## src/rtl/bat_pkg.sv

```systemverilog
package bat_pkg;

   typedef enum logic [1:0] {
      ACC_LOAD  = 2'b00,
      ACC_STORE = 2'b01,
      ACC_FETCH = 2'b10,
      ACC_RSVD  = 2'b11
   } acc_kind_e;

   localparam int PERM_W = 3;
   localparam int PERM_RD = 0;
   localparam int PERM_WR = 1;
   localparam int PERM_EX = 2;

   localparam int BANK_DATA = 0;
   localparam int BANK_INST = 1;
   localparam int N_BANKS   = 2;

   function automatic logic [PERM_W-1:0] prot_to_perm(input logic [1:0] code);
      logic [PERM_W-1:0] p;
      p = '0;
      if (code != 2'd0) begin
         p[PERM_RD] = 1'b1;
         p[PERM_EX] = 1'b1;
         p[PERM_WR] = (code == 2'd2);
      end
      return p;
   endfunction

endpackage

```

## src/rtl/bat_bank.sv

```systemverilog
module bat_bank #(
   parameter int N_ENT  = 4,
   parameter int ADDR_W = 32,
   localparam int IDX_W = (N_ENT > 1) ? $clog2(N_ENT) : 1
) (
   input  logic                          clk,
   input  logic                          rst_n,
   input  logic                          wr_en,
   input  logic                          wr_lower,
   input  logic [IDX_W-1:0]              wr_idx,
   input  logic [ADDR_W-1:0]             wr_data,
   output logic [N_ENT-1:0][ADDR_W-1:0]  upper_q,
   output logic [N_ENT-1:0][ADDR_W-1:0]  lower_q
);

   for (genvar e = 0; e < N_ENT; e++) begin : g_ent
      logic sel_e;
      assign sel_e = wr_en && (wr_idx == IDX_W'(e));

      always_ff @(posedge clk or negedge rst_n) begin
         if (!rst_n) begin
            upper_q[e] <= '0;
            lower_q[e] <= '0;
         end else if (sel_e) begin
            if (wr_lower) lower_q[e] <= wr_data;
            else          upper_q[e] <= wr_data;
         end
      end
   end

endmodule

```

## src/rtl/bat_entry_cmp.sv

```systemverilog
module bat_entry_cmp
   import bat_pkg::*;
#(
   parameter int ADDR_W    = 32,
   parameter int BLK_LSB   = 17,
   parameter int BL_W      = 11,
   parameter int PAGE_BITS = 12
) (
   input  logic [ADDR_W-1:0] upper,
   input  logic [ADDR_W-1:0] lower,
   input  logic [ADDR_W-1:0] ea,
   input  logic              user_mode,
   output logic              match,
   output logic [ADDR_W-1:0] raddr,
   output logic [PERM_W-1:0] perm
);

   localparam logic [ADDR_W-1:0] BASE_MASK = {ADDR_W{1'b1}} << BLK_LSB;
   localparam logic [ADDR_W-1:0] PAGE_MASK = {ADDR_W{1'b1}} << PAGE_BITS;
   localparam int BL_LO = 2;
   localparam int BL_HI = BL_LO + BL_W - 1;

   logic              ok_priv;
   logic [BL_W-1:0]   len_code;
   logic [ADDR_W-1:0] len_spread;
   logic [ADDR_W-1:0] cmp_mask;
   logic [ADDR_W-1:0] merged;

   always_comb begin
      ok_priv    = user_mode ? upper[0] : upper[1];
      len_code   = upper[BL_HI:BL_LO];
      len_spread = ADDR_W'(len_code) << BLK_LSB;
      cmp_mask   = BASE_MASK & ~len_spread;
      match      = ok_priv && ((ea & cmp_mask) == (upper & BASE_MASK));
      merged     = (lower & cmp_mask) | (ea & ~cmp_mask);
      raddr      = merged & PAGE_MASK;
      perm       = prot_to_perm(lower[1:0]);
   end

endmodule

```

## src/rtl/bat_prio.sv

```systemverilog
module bat_prio #(
   parameter int N = 4
) (
   input  logic [N-1:0] req,
   output logic [N-1:0] grant,
   output logic         any
);

   always_comb begin
      logic taken;
      taken = 1'b0;
      grant = '0;
      for (int i = 0; i < N; i++) begin
         if (req[i] && !taken) begin
            grant[i] = 1'b1;
            taken    = 1'b1;
         end
      end
      any = taken;
   end

endmodule

```

## src/rtl/blk_xlate_match.sv

```systemverilog
module blk_xlate_match
   import bat_pkg::*;
#(
   parameter int N_ENT     = 4,
   parameter int ADDR_W    = 32,
   parameter int BLK_LSB   = 17,
   parameter int BL_W      = 11,
   parameter int PAGE_BITS = 12,
   localparam int IDX_W    = (N_ENT > 1) ? $clog2(N_ENT) : 1
) (
   input  logic              clk,
   input  logic              rst_n,
   input  logic              wr_en,
   input  logic              wr_ibank,
   input  logic              wr_lower,
   input  logic [IDX_W-1:0]  wr_idx,
   input  logic [ADDR_W-1:0] wr_data,
   input  logic [ADDR_W-1:0] ea,
   input  logic [1:0]        acc_kind,
   input  logic              user_mode,
   output logic              res_hit,
   output logic [ADDR_W-1:0] res_raddr,
   output logic [PERM_W-1:0] res_perm
);

   // elaboration-time parameter checks
   if (N_ENT < 2) begin : g_bad_n
      $error("N_ENT must be at least 2");
   end
   if (BLK_LSB + BL_W > ADDR_W) begin : g_bad_len
      $error("block-length field does not fit in the address");
   end
   if (BL_W + 2 > BLK_LSB) begin : g_bad_field
      $error("block-length code overlaps the base field");
   end
   if (PAGE_BITS > BLK_LSB) begin : g_bad_page
      $error("page size exceeds the smallest block");
   end

   logic [N_BANKS-1:0][N_ENT-1:0]             bank_match;
   logic [N_BANKS-1:0][N_ENT-1:0][ADDR_W-1:0] bank_raddr;
   logic [N_BANKS-1:0][N_ENT-1:0][PERM_W-1:0] bank_perm;

   for (genvar b = 0; b < N_BANKS; b++) begin : g_bank
      logic [N_ENT-1:0][ADDR_W-1:0] up_q;
      logic [N_ENT-1:0][ADDR_W-1:0] lo_q;
      logic                         bank_we;

      assign bank_we = wr_en && (wr_ibank == (b == BANK_INST));

      bat_bank #(.N_ENT(N_ENT), .ADDR_W(ADDR_W)) i_bank (
         .clk      (clk),
         .rst_n    (rst_n),
         .wr_en    (bank_we),
         .wr_lower (wr_lower),
         .wr_idx   (wr_idx),
         .wr_data  (wr_data),
         .upper_q  (up_q),
         .lower_q  (lo_q)
      );

      for (genvar e = 0; e < N_ENT; e++) begin : g_cmp
         bat_entry_cmp #(
            .ADDR_W   (ADDR_W),
            .BLK_LSB  (BLK_LSB),
            .BL_W     (BL_W),
            .PAGE_BITS(PAGE_BITS)
         ) i_cmp (
            .upper    (up_q[e]),
            .lower    (lo_q[e]),
            .ea       (ea),
            .user_mode(user_mode),
            .match    (bank_match[b][e]),
            .raddr    (bank_raddr[b][e]),
            .perm     (bank_perm[b][e])
         );
      end
   end

   logic              use_inst;
   logic [N_ENT-1:0]  req;
   logic [N_ENT-1:0]  grant;
   logic              any_hit;
   logic [ADDR_W-1:0] sel_raddr;
   logic [PERM_W-1:0] sel_perm;

   assign use_inst = (acc_kind == ACC_FETCH);
   assign req      = use_inst ? bank_match[BANK_INST] : bank_match[BANK_DATA];

   bat_prio #(.N(N_ENT)) i_prio (
      .req  (req),
      .grant(grant),
      .any  (any_hit)
   );

   always_comb begin
      sel_raddr = '0;
      sel_perm  = '0;
      for (int i = 0; i < N_ENT; i++) begin
         if (grant[i]) begin
            sel_raddr = sel_raddr | (use_inst ? bank_raddr[BANK_INST][i]
                                              : bank_raddr[BANK_DATA][i]);
            sel_perm  = sel_perm  | (use_inst ? bank_perm[BANK_INST][i]
                                              : bank_perm[BANK_DATA][i]);
         end
      end
   end

   always_ff @(posedge clk or negedge rst_n) begin
      if (!rst_n) begin
         res_hit   <= 1'b0;
         res_raddr <= '0;
         res_perm  <= '0;
      end else begin
         res_hit   <= any_hit;
         res_raddr <= sel_raddr;
         res_perm  <= sel_perm;
      end
   end

   AST_GRANT_ONEHOT: assert property (@(posedge clk) disable iff (!rst_n)
      $onehot0(grant));
   AST_GRANT_ANY: assert property (@(posedge clk) disable iff (!rst_n)
      (|req) == (|grant));
   AST_MISS_CLEAR: assert property (@(posedge clk) disable iff (!rst_n)
      !res_hit |-> (res_raddr == '0 && res_perm == '0));
   AST_PAGE_ALIGNED: assert property (@(posedge clk) disable iff (!rst_n)
      res_raddr[PAGE_BITS-1:0] == '0);
   AST_PERM_CODE: assert property (@(posedge clk) disable iff (!rst_n)
      res_perm inside {3'b000, 3'b101, 3'b111});
   AST_HIT_LATENCY: assert property (@(posedge clk) disable iff (!rst_n)
      res_hit |-> $past(|req));

endmodule

```

## config.mk

```make
export PLATFORM = sky130hd
export DESIGN_NAME = blk_xlate_match
export DESIGN_NICKNAME = d
export VERILOG_FILES = /design/src/rtl/bat_pkg.sv /design/src/rtl/bat_bank.sv /design/src/rtl/bat_entry_cmp.sv /design/src/rtl/bat_prio.sv /design/src/rtl/blk_xlate_match.sv
export SDC_FILE = /design/constraint.sdc
export NUM_CORES = 1
export LEC_CHECK = 0
export ABC_AREA = 1
export CAP_MARGIN = 25
export CORE_MARGIN = 5
export CORE_UTILIZATION = 58
export DETAILED_ROUTE_END_ITERATION = 8
export DONT_BUFFER_PORTS = 1
export PLACE_DENSITY = 0.76
export SLEW_MARGIN = 20
export SYNTH_ARGS = -nofsm -noshare
export SYNTH_HDL_FRONTEND = slang
export SYNTH_SLANG_ARGS = --single-unit
```

## constraint.sdc

```tcl
create_clock -name clk -period 1.62 [get_ports clk]
set_clock_uncertainty 0.2 [all_clocks]
set_input_delay 0.324 -clock clk [delete_from_list [all_inputs] [get_ports clk]]
set_output_delay 0.324 -clock clk [all_outputs]
set_load 0.1 [all_outputs]
```

### Word-level counts from Yosys, hierarchy flattened

Index checks and enable logic that the tools add are counted.

| word-level totals | value |
|---|---|
| bits in registers | 548 |
| input port bits | 74 |
| output and inout port bits | 36 |
| word-level logic and storage cells | 184 |

| cells by class | value |
|---|---|
| eq/ne operators | 20 |
| mux-type cells | 40 |
| bitwise gates (word level) | 56 |
| reductions and logical operators | 49 |

Operators with widths:

| cell | number |
|---|---|
| 32-bit AND | 24 |
| 32-bit OR | 11 |
| 32-bit == test | 8 |
| 32-bit two-way mux | 8 |
| 28-bit NOT with 32-bit output | 8 |
| 32-bit NOT | 8 |
| 3-bit two-way mux | 16 |
| 2-bit AND reduction | 16 |
| 2-bit == test, second input constant | 11 |
| 1-bit logical AND | 21 |
| 2-bit nonzero test | 8 |
| 1-bit two-way mux | 15 |
| 3-bit OR | 3 |
| 4-bit two-way mux | 1 |
| 1-bit zero test | 3 |
| 2-bit by 1-bit == test with 1-bit output, second input constant | 1 |
| 2-bit zero test | 1 |
| 1-bit NOT | 2 |

### Depth between registers and ports, before layout

Gate-level depths: netlist of the first run.

| logic depth | value |
|---|---|
| word-level depth | 16 |
| gate-level depth with buffers | 16 |
| depth with buffers taken out | 14 |

### Hierarchy

Synthesis of the first run repeated with hierarchy kept, for this count alone.

| second synthesis, totals | value |
|---|---|
| cells, all modules | 4478 |
| area, all modules | 31043.5 um2 |

By module, submodules not included:

| module | times used | cells an instance | area each (um2) | sequential area each (um2) |
|---|---|---|---|---|
| bat_bank | 2 | 1164 | 10348.7 | 6406.1 |
| bat_entry_cmp | 8 | 149 | 690.7 | 0.0 |
| blk_xlate_match | 1 | 948 | 4774.6 | 900.9 |
| bat_prio | 1 | 10 | 46.3 | 0.0 |

### Worst setup path after synthesis of the first run

No wires, ideal clock.

| timing path | value |
|---|---|
| kind | flip-flop to output port |
| from | reg res_perm[0] (netlist name) |
| to | out res_perm[2] |
| data arrival time | 1.324 ns |
| required time | 1.096 ns |
| setup slack | -0.228 ns |
| stages on the path, launching flop included | 2 |
| path through | dfrtp_1 > buf_4 |

RTL lines:

| item | line | source |
|---|---|---|
| end: declaration | blk_xlate_match.sv:23 | `output logic [PERM_W-1:0] res_perm` |

### Worst setup path in the final report of the first run

| timing path | value |
|---|---|
| from | reg g_bank[0].i_bank.upper_q[8] (netlist name) |
| to | reg res_perm[1] |

| between the ends | value |
|---|---|
| longest elaborated chain between the ends | 16 |
| elaborated cells between the ends (all ways) | 24 |
| those cells by class | eq/ne: 1; mux: 11; bitwise: 5; reduce/logical: 7 |

Ends and longest elaborated chain:

| item | line | source |
|---|---|---|
| start: declaration | bat_bank.sv:12 | `output logic [N_ENT-1:0][ADDR_W-1:0] upper_q,` |
| start signal: indexed assignment | bat_bank.sv:26 | `else upper_q[e] <= wr_data;` |
| 28-bit NOT with 32-bit output * | bat_entry_cmp.sv:33 | `cmp_mask = BASE_MASK & ~len_spread;` |
| 32-bit AND * | bat_entry_cmp.sv:34 | `match = ok_priv && ((ea & cmp_mask) == (upper & BASE_MASK));` |
| 32-bit == test * | bat_entry_cmp.sv:34 |  |
| 1-bit logical AND * | bat_entry_cmp.sv:34 |  |
| 4-bit two-way mux * | blk_xlate_match.sv:88 | `assign req = use_inst ? bank_match[BANK_INST] : bank_match[BANK_DATA];` |
| 1-bit two-way mux * | bat_prio.sv:14 | `if (req[i] && !taken) begin` |
| 1-bit zero test | bat_prio.sv:14 |  |
| 1-bit logical AND | bat_prio.sv:14 |  |
| 1-bit two-way mux | bat_prio.sv:14 |  |
| 1-bit zero test | bat_prio.sv:14 |  |
| 1-bit logical AND | bat_prio.sv:14 |  |
| 1-bit two-way mux | bat_prio.sv:14 |  |
| 1-bit zero test | bat_prio.sv:14 |  |
| 1-bit logical AND | bat_prio.sv:14 |  |
| 1-bit two-way mux | bat_prio.sv:14 |  |
| 3-bit two-way mux * | blk_xlate_match.sv:100 | `if (grant[i]) begin` |
| via sel_perm[1] | blk_xlate_match.sv:85 | `logic [PERM_W-1:0] sel_perm;` |
| end signal: assignment | blk_xlate_match.sv:117 | `res_perm <= sel_perm;` |

Mark *: on every way through the listed nets, which the timed path passes. The rest lies on a longest branch.
A chain may end at the register's enable or synchronous reset.

==> results.sh, run 1 <==
export IMPL_outcome="finished with violations"
export IMPL_violations_in_the_final_reports="negative hold slack, negative setup slack"
export IMPL_insertion_delay_of_the_later_clocked_pin_in_the_worst_skew_pair_ps=550
export IMPL_power_density_nw_per_um2=1220
export IMPL_timing_setup_critical_path_class="flop to flop"
export IMPL_vias=17700
export IMPL_clockBufferDepth=3
export IMPL_cp_data_arrival_time_ps=2470
export IMPL_ir_drop_mv=1.01
export IMPL_timing_critical_path_slowest_stage_cell="dfrtp_1"
export IMPL_synthesis_yosys_warnings=0
export IMPL_ys_ff_latch=383
export IMPL_power_clock_fraction=0.328
export IMPL_drv_max_cap_violation_count=0
export IMPL_seq_power_share=0.442
export IMPL_critical_path_top_cell_by_count="nand2_1"
export IMPL_drt_drc_violations_left=0
export IMPL_maxSlewHeadroom=0.260
export IMPL_final_cell_area_um2=23400
export IMPL_ys_async_sr_fraction=1.00
export IMPL_fp_dieArea_um2=36300
export IMPL_synth_lib_cells_used_distinct=40
export IMPL_final_critical_path_setup_slack_ps=-629
export IMPL_worst_pin_slew_ps=1110
export IMPL_finalCritPeriodShare=1.39
export IMPL_critical_path_startpoint_type="flop"
export IMPL_dpl_cell_area_um2=20800
export IMPL_rsz0062_at_grt="yes"
export IMPL_routed_wl_mm=62.1
export IMPL_netlist_top_cells_area="dfrtp_1, nand2_1, o21ai_0, inv_1, nor2_1"
export IMPL_place_congestion=0.928
export IMPL_dp_hpwl_mm=38.6
export IMPL_net_switching_power_mw=8.69
export IMPL_ys_seq_area_frac=0.507
export IMPL_grt_pass1_wl_mm=96.0
export IMPL_clock_sinks=383
export IMPL_core_area_um2=32400
export IMPL_final_nets=2643
export IMPL_holdWs_ps=-711
export IMPL_synth_cell_area_um2=18900
export IMPL_final_count_of_pins_violating_max_slew=0
export IMPL_first_pass_iters=6
export IMPL_p_leak_nw=11.5
export IMPL_drc_violation_total_after_the_first_tritonroute_iteration=2118
export IMPL_ant_nets=0
export IMPL_crit_fanout=8
export IMPL_cts_htree_levels=2
export IMPL_synth_largest_type_area_fraction=0.507
export IMPL_wl_per_cell_um=20.4
export IMPL_internal_power_mw=19.9
export IMPL_synth_top_area_cell="dfrtp_1"
export IMPL_synthFlopType="dfrtp_1"
export IMPL_syn_inst=2362
export IMPL_area_growth_synth_to_final_pct=24.0
export IMPL_initial_antenna_violation_count=5
export IMPL_critical_path_required_ps=1840
export IMPL_critPathMaxStageDelay_ps=390
export IMPL_initial_core_util=0.583
export IMPL_finalHoldViolCount=386
export IMPL_endpoint_kind="flop"
export IMPL_synth_top_cells_by_count="nand2_1, o21ai_0, dfrtp_1"
export IMPL_maxClockFrequency_mhz=445
export IMPL_gr_total_overflow=0
export IMPL_grt_start_max_net_pins=384
export IMPL_first_global_vias=17200
export IMPL_synth_edf_count=0
export IMPL_io_pins=110
export IMPL_post_synth_top_count_cell="nand2_1"
export IMPL_worst_setup_path_startpoint="g_bank[0].i_bank.upper_q[8]$_DFFE_PN0P_"
export IMPL_number_of_buffers_inserted_during_clock_tree_synthesis=41
export IMPL_setup_violations=47
export IMPL_die_y_um=190
export IMPL_final_min_clock_period_ps=2250
export IMPL_reg2reg_start="g_bank[0].i_bank.upper_q[8]$_DFFE_PN0P_"
export IMPL_hold_buffers=31
export IMPL_tritoncts="yes"
export IMPL_global_route_usage_total=0.340
export IMPL_post_route_cells_drive_above_1_share=0.190
export IMPL_power_switching_share=0.304
export IMPL_combinationalPowerShare=0.230
export IMPL_via_per_inst=5.82
export IMPL_path_clk_slew_ps=60
export IMPL_rows=66
export IMPL_path_cells="buf_6, o21ai_2, nand2_1, nor2_2, nand2_1, nor2_1, nand2_1, nand2_4, nor2_8, buf_6, buf_12, nand4_1, nand3_2"
export IMPL_cts_root_buffer_cell="clkbuf_16"
export IMPL_floorplan_die_width_um=190
export IMPL_timing_hold_worst_class="input pin to asynchronous set/reset pin"
export IMPL_port_buffers=0
export IMPL_syn_mean_instance_area_um2=8.00
==> state kept, by name (all words and copies together) (netlist names) <==
signal,flops
g_bank.i_bank.lower_q,136
g_bank.i_bank.upper_q,224
res_hit,1
res_perm,2
res_raddr,20
==> logic make-up (layout without fill, tap and decap cells) <==
group / count (synthesis) / in the layout / synth area share
buffers and inverters: 346 / 567 / 0.0839
other: 1 / 17 / 0.000199
flip-flops: 383 / 383 / 0.507
XOR/XNOR: 42 / 42 / 0.0195
AND/OR/NAND/NOR: 1022 / 1022 / 0.233
AO/OA/AOI/OAI: 568 / 568 / 0.156
==> through the flow <==
stage	TNS (ps)	utilization	instances	setup WS [ps]	total power, mW
global route	-16280	0.724	3040	-688	30.0
CTS	-10810	0.715	3025	-444	28.3
floorplan	-3780	-	2373	-212	16.2
global placement	-18490	0.644	2906	-926	18.3
detailed placement	-19380	0.644	2906	-702	18.7
finish	-14290	0.724	3041	-629	28.6
==> worst max-delay path: cells and delay by family (launching register included) <==
kind,cells,cell delay [ps]
AND/OR/NAND/NOR,9,1000
buffers and inverters,3,410
flip-flops,1,390
AO/OA/AOI/OAI,1,120
==> power groups by stage <==
stage	logic (mW)	clock network, mW	registers, mW
5_1_grt	7.27	9.85	12.9
3_3_place_gp	5.75	0	12.6
4_1_cts	6.32	9.42	12.6
2_1_floorplan	3.64	0	12.5
3_5_place_dp	5.96	0	12.7
6_report	6.57	9.36	12.6
==> final timing paths <==
path                                                                  to  slack [ps]  cells past startpoint
worst min register to register  g_bank[1].i_bank.upper_q[97]$_DFFE_PN0P_         280                      2
worst max register to register                     res_perm[1]$_DFF_PN0_        -630                     13
worst max-delay path                               res_perm[1]$_DFF_PN0_        -630                     13
min in group clk                 g_bank[1].i_bank.upper_q[1]$_DFFE_PN0P_         -20                      3
worst min-delay path            g_bank[1].i_bank.upper_q[43]$_DFFE_PN0P_        -710                      0
max in group asynchronous                          res_perm[0]$_DFF_PN0_        1010                      0
==> metal layers <==
metal / vias to the layer above / part of all wire / global-route usage
met3: 272 / 0.10 / 0.0866
met4: 2 / 0.068 / 0.190
li1: 7995 / - / -
met5: - / 0.00023 / 0
met1: 8415 / 0.38 / 0.434
met2: 1019 / 0.45 / 0.535
==> layout by cell type (no fill, tap or decap), types with 37 or more instances in the layout <==
cell type    n
nand3_2     37
clkbuf_16   44
nor2_1     133
buf_12      49
nand3_1     39
inv_1      176
nand2_1    677
dfrtp_1    377
buf_4      199
o21ai_0    480
==> timing repair <==
action | CTS | global route
endpoints found under the setup margin | 47 | 47
endpoints found under the hold margin | 541 | 383
buffers inserted | 19 | 10
gates cloned | 3 | 1
resized for setup | 142 | 42
pin swaps | 42 | 32
==> cell type report <==
class                           instances  area (um^2)
Sequential cell                       383         9590
Antenna cell                            5         12.5
Multi-Input combinational cell       1644         8090
Fill cell                            2372         8940
Inverter                              200          778
Timing Repair inverter                  2         25.0
Clock buffer                           66         1290
Timing Repair Buffer                  297         3040
Tap cell                              442          553
Clock inverter                          2         38.8
No activity file was read; power rests on OpenSTA's default activity.
==> run 2, diff against run 1 <==
--- a/config.mk
+++ b/config.mk
@@ -7,6 +7,7 @@
 export LEC_CHECK = 0
 export ABC_AREA = 1
 export CAP_MARGIN = 25
+export CORE_ASPECT_RATIO = 1.25
 export CORE_MARGIN = 5
 export CORE_UTILIZATION = 58
 export DETAILED_ROUTE_END_ITERATION = 8
==> run 2 against run 1 <==
  * The run still ends with negative hold slack, negative setup slack left
  * Sequential share of layout area up 0.35 points
  * Maximum frequency up 7.8%
  * Combinational power about the same
  * Clock-buffer cell count down 14
  * Total power down 0.72%
  * Hold slack better by 1.6 ps
  * Flip-flop and latch count unchanged
  * Non-clock buffer count up 2
  * Critical path depth down 1
  * Setup slack better by 160 ps
  * Wire length down 1.1%
  * Register-to-register slack better by 160 ps
==> results.sh, run 2 (synthesis gave the netlist of run 1 again) <==
export IMPL_outcome="finished with violations"
export IMPL_violations_in_the_final_reports="negative hold slack, negative setup slack"
export IMPL_grt_use_met1=0.444
export IMPL_reg2reg_start="g_bank[0].i_bank.upper_q[36]$_DFFE_PN0P_"
export IMPL_combinationalPowerShare=0.232
export IMPL_largest_registers="g_bank.i_bank.upper_q x224, g_bank.i_bank.lower_q x136, res_raddr x20"
export IMPL_grt_pass1_wl_mm=94.3
export IMPL_multi_input_gate_area_um2=8100
export IMPL_core_area_um2=32400
export IMPL_rows=74
export IMPL_worst_setup_path_startpoint="g_bank[0].i_bank.upper_q[36]$_DFFE_PN0P_"
export IMPL_layout_cells_non_filler=3013
export IMPL_most_common_cell_after_layout_fill_and_taps_aside="nand2_1"
export IMPL_path_clk_slew_ps=60
export IMPL_io_pins=110
export IMPL_final_nets=2643
export IMPL_vias=17800
export IMPL_clockBufferDepth=3
export IMPL_grt_busiest_layer="met2"
export IMPL_number_of_buffers_inserted_during_clock_tree_synthesis=39
export IMPL_crit_fanout=7
export IMPL_wl_per_cell_um=20.4
export IMPL_gr_total_overflow=0
export IMPL_finalHoldViolCount=383
export IMPL_cp_data_arrival_time_ps=2310
export IMPL_fp_dieArea_um2=36300
export IMPL_ant_nets=0
export IMPL_worst_pin_slew_ps=660
export IMPL_via_per_inst=5.90
export IMPL_seq_area_um2=9590
export IMPL_p_leak_nw=11.4
export IMPL_r2r_cells=12
export IMPL_cts_htree_levels=2
export IMPL_power_switching_share=0.305
export IMPL_die_y_um=212
export IMPL_post_route_cells_drive_above_1_share=0.200
export IMPL_met2_usage=0.535
export IMPL_largest_register="g_bank.i_bank.upper_q"
export IMPL_largest_reg_flops=224
export IMPL_net_switching_power_mw=8.65
export IMPL_drv_max_cap_violation_count=0
export IMPL_setup_violations=47
export IMPL_ir_drop_mv=1.02
export IMPL_layout_cells_most_common_list="nand2_1, o21ai_0, dfrtp_1"
export IMPL_first_global_vias=17100
export IMPL_maxSlewHeadroom=0.560
export IMPL_global_route_usage_total=0.337
export IMPL_final_cell_area_um2=23200
export IMPL_drt_drc_violations_left=0
export IMPL_final_count_of_pins_violating_max_slew=0
export IMPL_fillers=2340
export IMPL_place_congestion=0.960
export IMPL_grt_start_max_net_pins=384
export IMPL_final_min_clock_period_ps=2090
export IMPL_initial_core_util=0.583
export IMPL_cts_root_buffer_cell="clkbuf_16"
export IMPL_drc_violation_total_after_the_first_tritonroute_iteration=2170
export IMPL_insertion_delay_of_the_later_clocked_pin_in_the_worst_skew_pair_ps=550
export IMPL_hold_buffers=30
export IMPL_place_detailed_instances=2893
export IMPL_report_power_total_mw=28.4
export IMPL_endpoint_kind="flop"
export IMPL_final_core_util=0.717
export IMPL_maxClockFrequency_mhz=479
export IMPL_clock_sinks=383
export IMPL_floorplan_die_width_um=171
export IMPL_first_pass_iters=6
export IMPL_post_place_setup_slack_ps=-816
export IMPL_area_growth_synth_to_final_pct=23.0
export IMPL_internal_power_mw=19.7
export IMPL_initial_antenna_violation_count=2
export IMPL_dp_hpwl_mm=38.1
export IMPL_r2r_end="res_raddr[26]$_DFF_PN0_"
export IMPL_setup_reg_to_reg_worst_slack_ps=-470
export IMPL_timing_endpoint_of_the_critical_path="res_raddr[26]$_DFF_PN0_"
export IMPL_final_critical_path_setup_slack_ps=-466
export IMPL_timing_hold_worst_class="input pin to asynchronous set/reset pin"
export IMPL_seq_power_share=0.446
export IMPL_critical_path_required_ps=1840
export IMPL_grt_util_met3=0.0629
export IMPL_rsz0062_at_grt="yes"
export IMPL_routed_wl_mm=61.4
export IMPL_port_buffers=0
export IMPL_critical_path_startpoint_type="flop"
export IMPL_power_clock_fraction=0.322
export IMPL_finalCritPeriodShare=1.29
export IMPL_timing_setup_critical_path_class="flop to flop"
export IMPL_dpl_cell_area_um2=20800
export IMPL_power_density_nw_per_um2=1220
export IMPL_tritoncts="yes"
export IMPL_holdWs_ps=-709
export IMPL_fin_tns_setup_ps=-10670
run 2: worst max-delay path, stage by stage, from the launching register on:
cell and delay [ps]:
dfrtp_1 380, buf_4 140, o21ai_4 190, nand2_2 70
nor2_2 140, nand2_1 80, nor2_2 100, nand2_2 100
nand2_8 150, nor2_4 90, clkbuf_16 180, nand3_2 80
nand3_2 60
run 2: power by group through the flow:
stage / logic (mW) / registers, mW / clock network, mW
after detailed placement: 6.01 / 12.7 / 0
after global placement: 5.79 / 12.6 / 0
after CTS: 6.31 / 12.6 / 9.16
final: 6.59 / 12.7 / 9.13
after global routing: 7.30 / 12.9 / 9.54
after floorplan: 3.64 / 12.5 / 0
run 2: worst min path at each step:
stage	start	endpoint	slack, ps	cells past startpoint
floorplan	rst_n	g_bank[0].i_bank.lower_q[0]$_DFFE_PN0P_	-170	0
global placement	rst_n	g_bank[1].i_bank.lower_q[120]$_DFFE_PN0P_	-150	0
detailed placement	rst_n	g_bank[0].i_bank.lower_q[120]$_DFFE_PN0P_	-150	0
CTS	rst_n	g_bank[0].i_bank.lower_q[120]$_DFFE_PN0P_	-720	0
global route	rst_n	res_raddr[24]$_DFF_PN0_	-720	0
finish	rst_n	g_bank[0].i_bank.lower_q[120]$_DFFE_PN0P_	-710	0
run 2: metal layers:
metal,vias to the layer above,share of wire
met2,1058,0.47
met5,-,0
met1,8503,0.37
li1,8000,-
met4,0,0.056
met3,227,0.11
run 2: layout make-up:
class	instances	area share
well taps	418	0.0225
inverters	200	0.0335
flip-flops and latches	383	0.413
multi-input cells	1646	0.349
diodes	3	0.000323
repair buffers	299	0.127
clock buffers	52	0.0490
clock inverters	12	0.00593
run 2: repair_timing:
| item | CTS | global route |
|---|---|---|
| setup buffers | 14 | 4 |
| pin swaps | 28 | 30 |
| resized for setup | 126 | 64 |
| cloned | 4 | 2 |
| setup endpoints to repair | 47 | 47 |
| endpoints found under the hold margin | 535 | 383 |
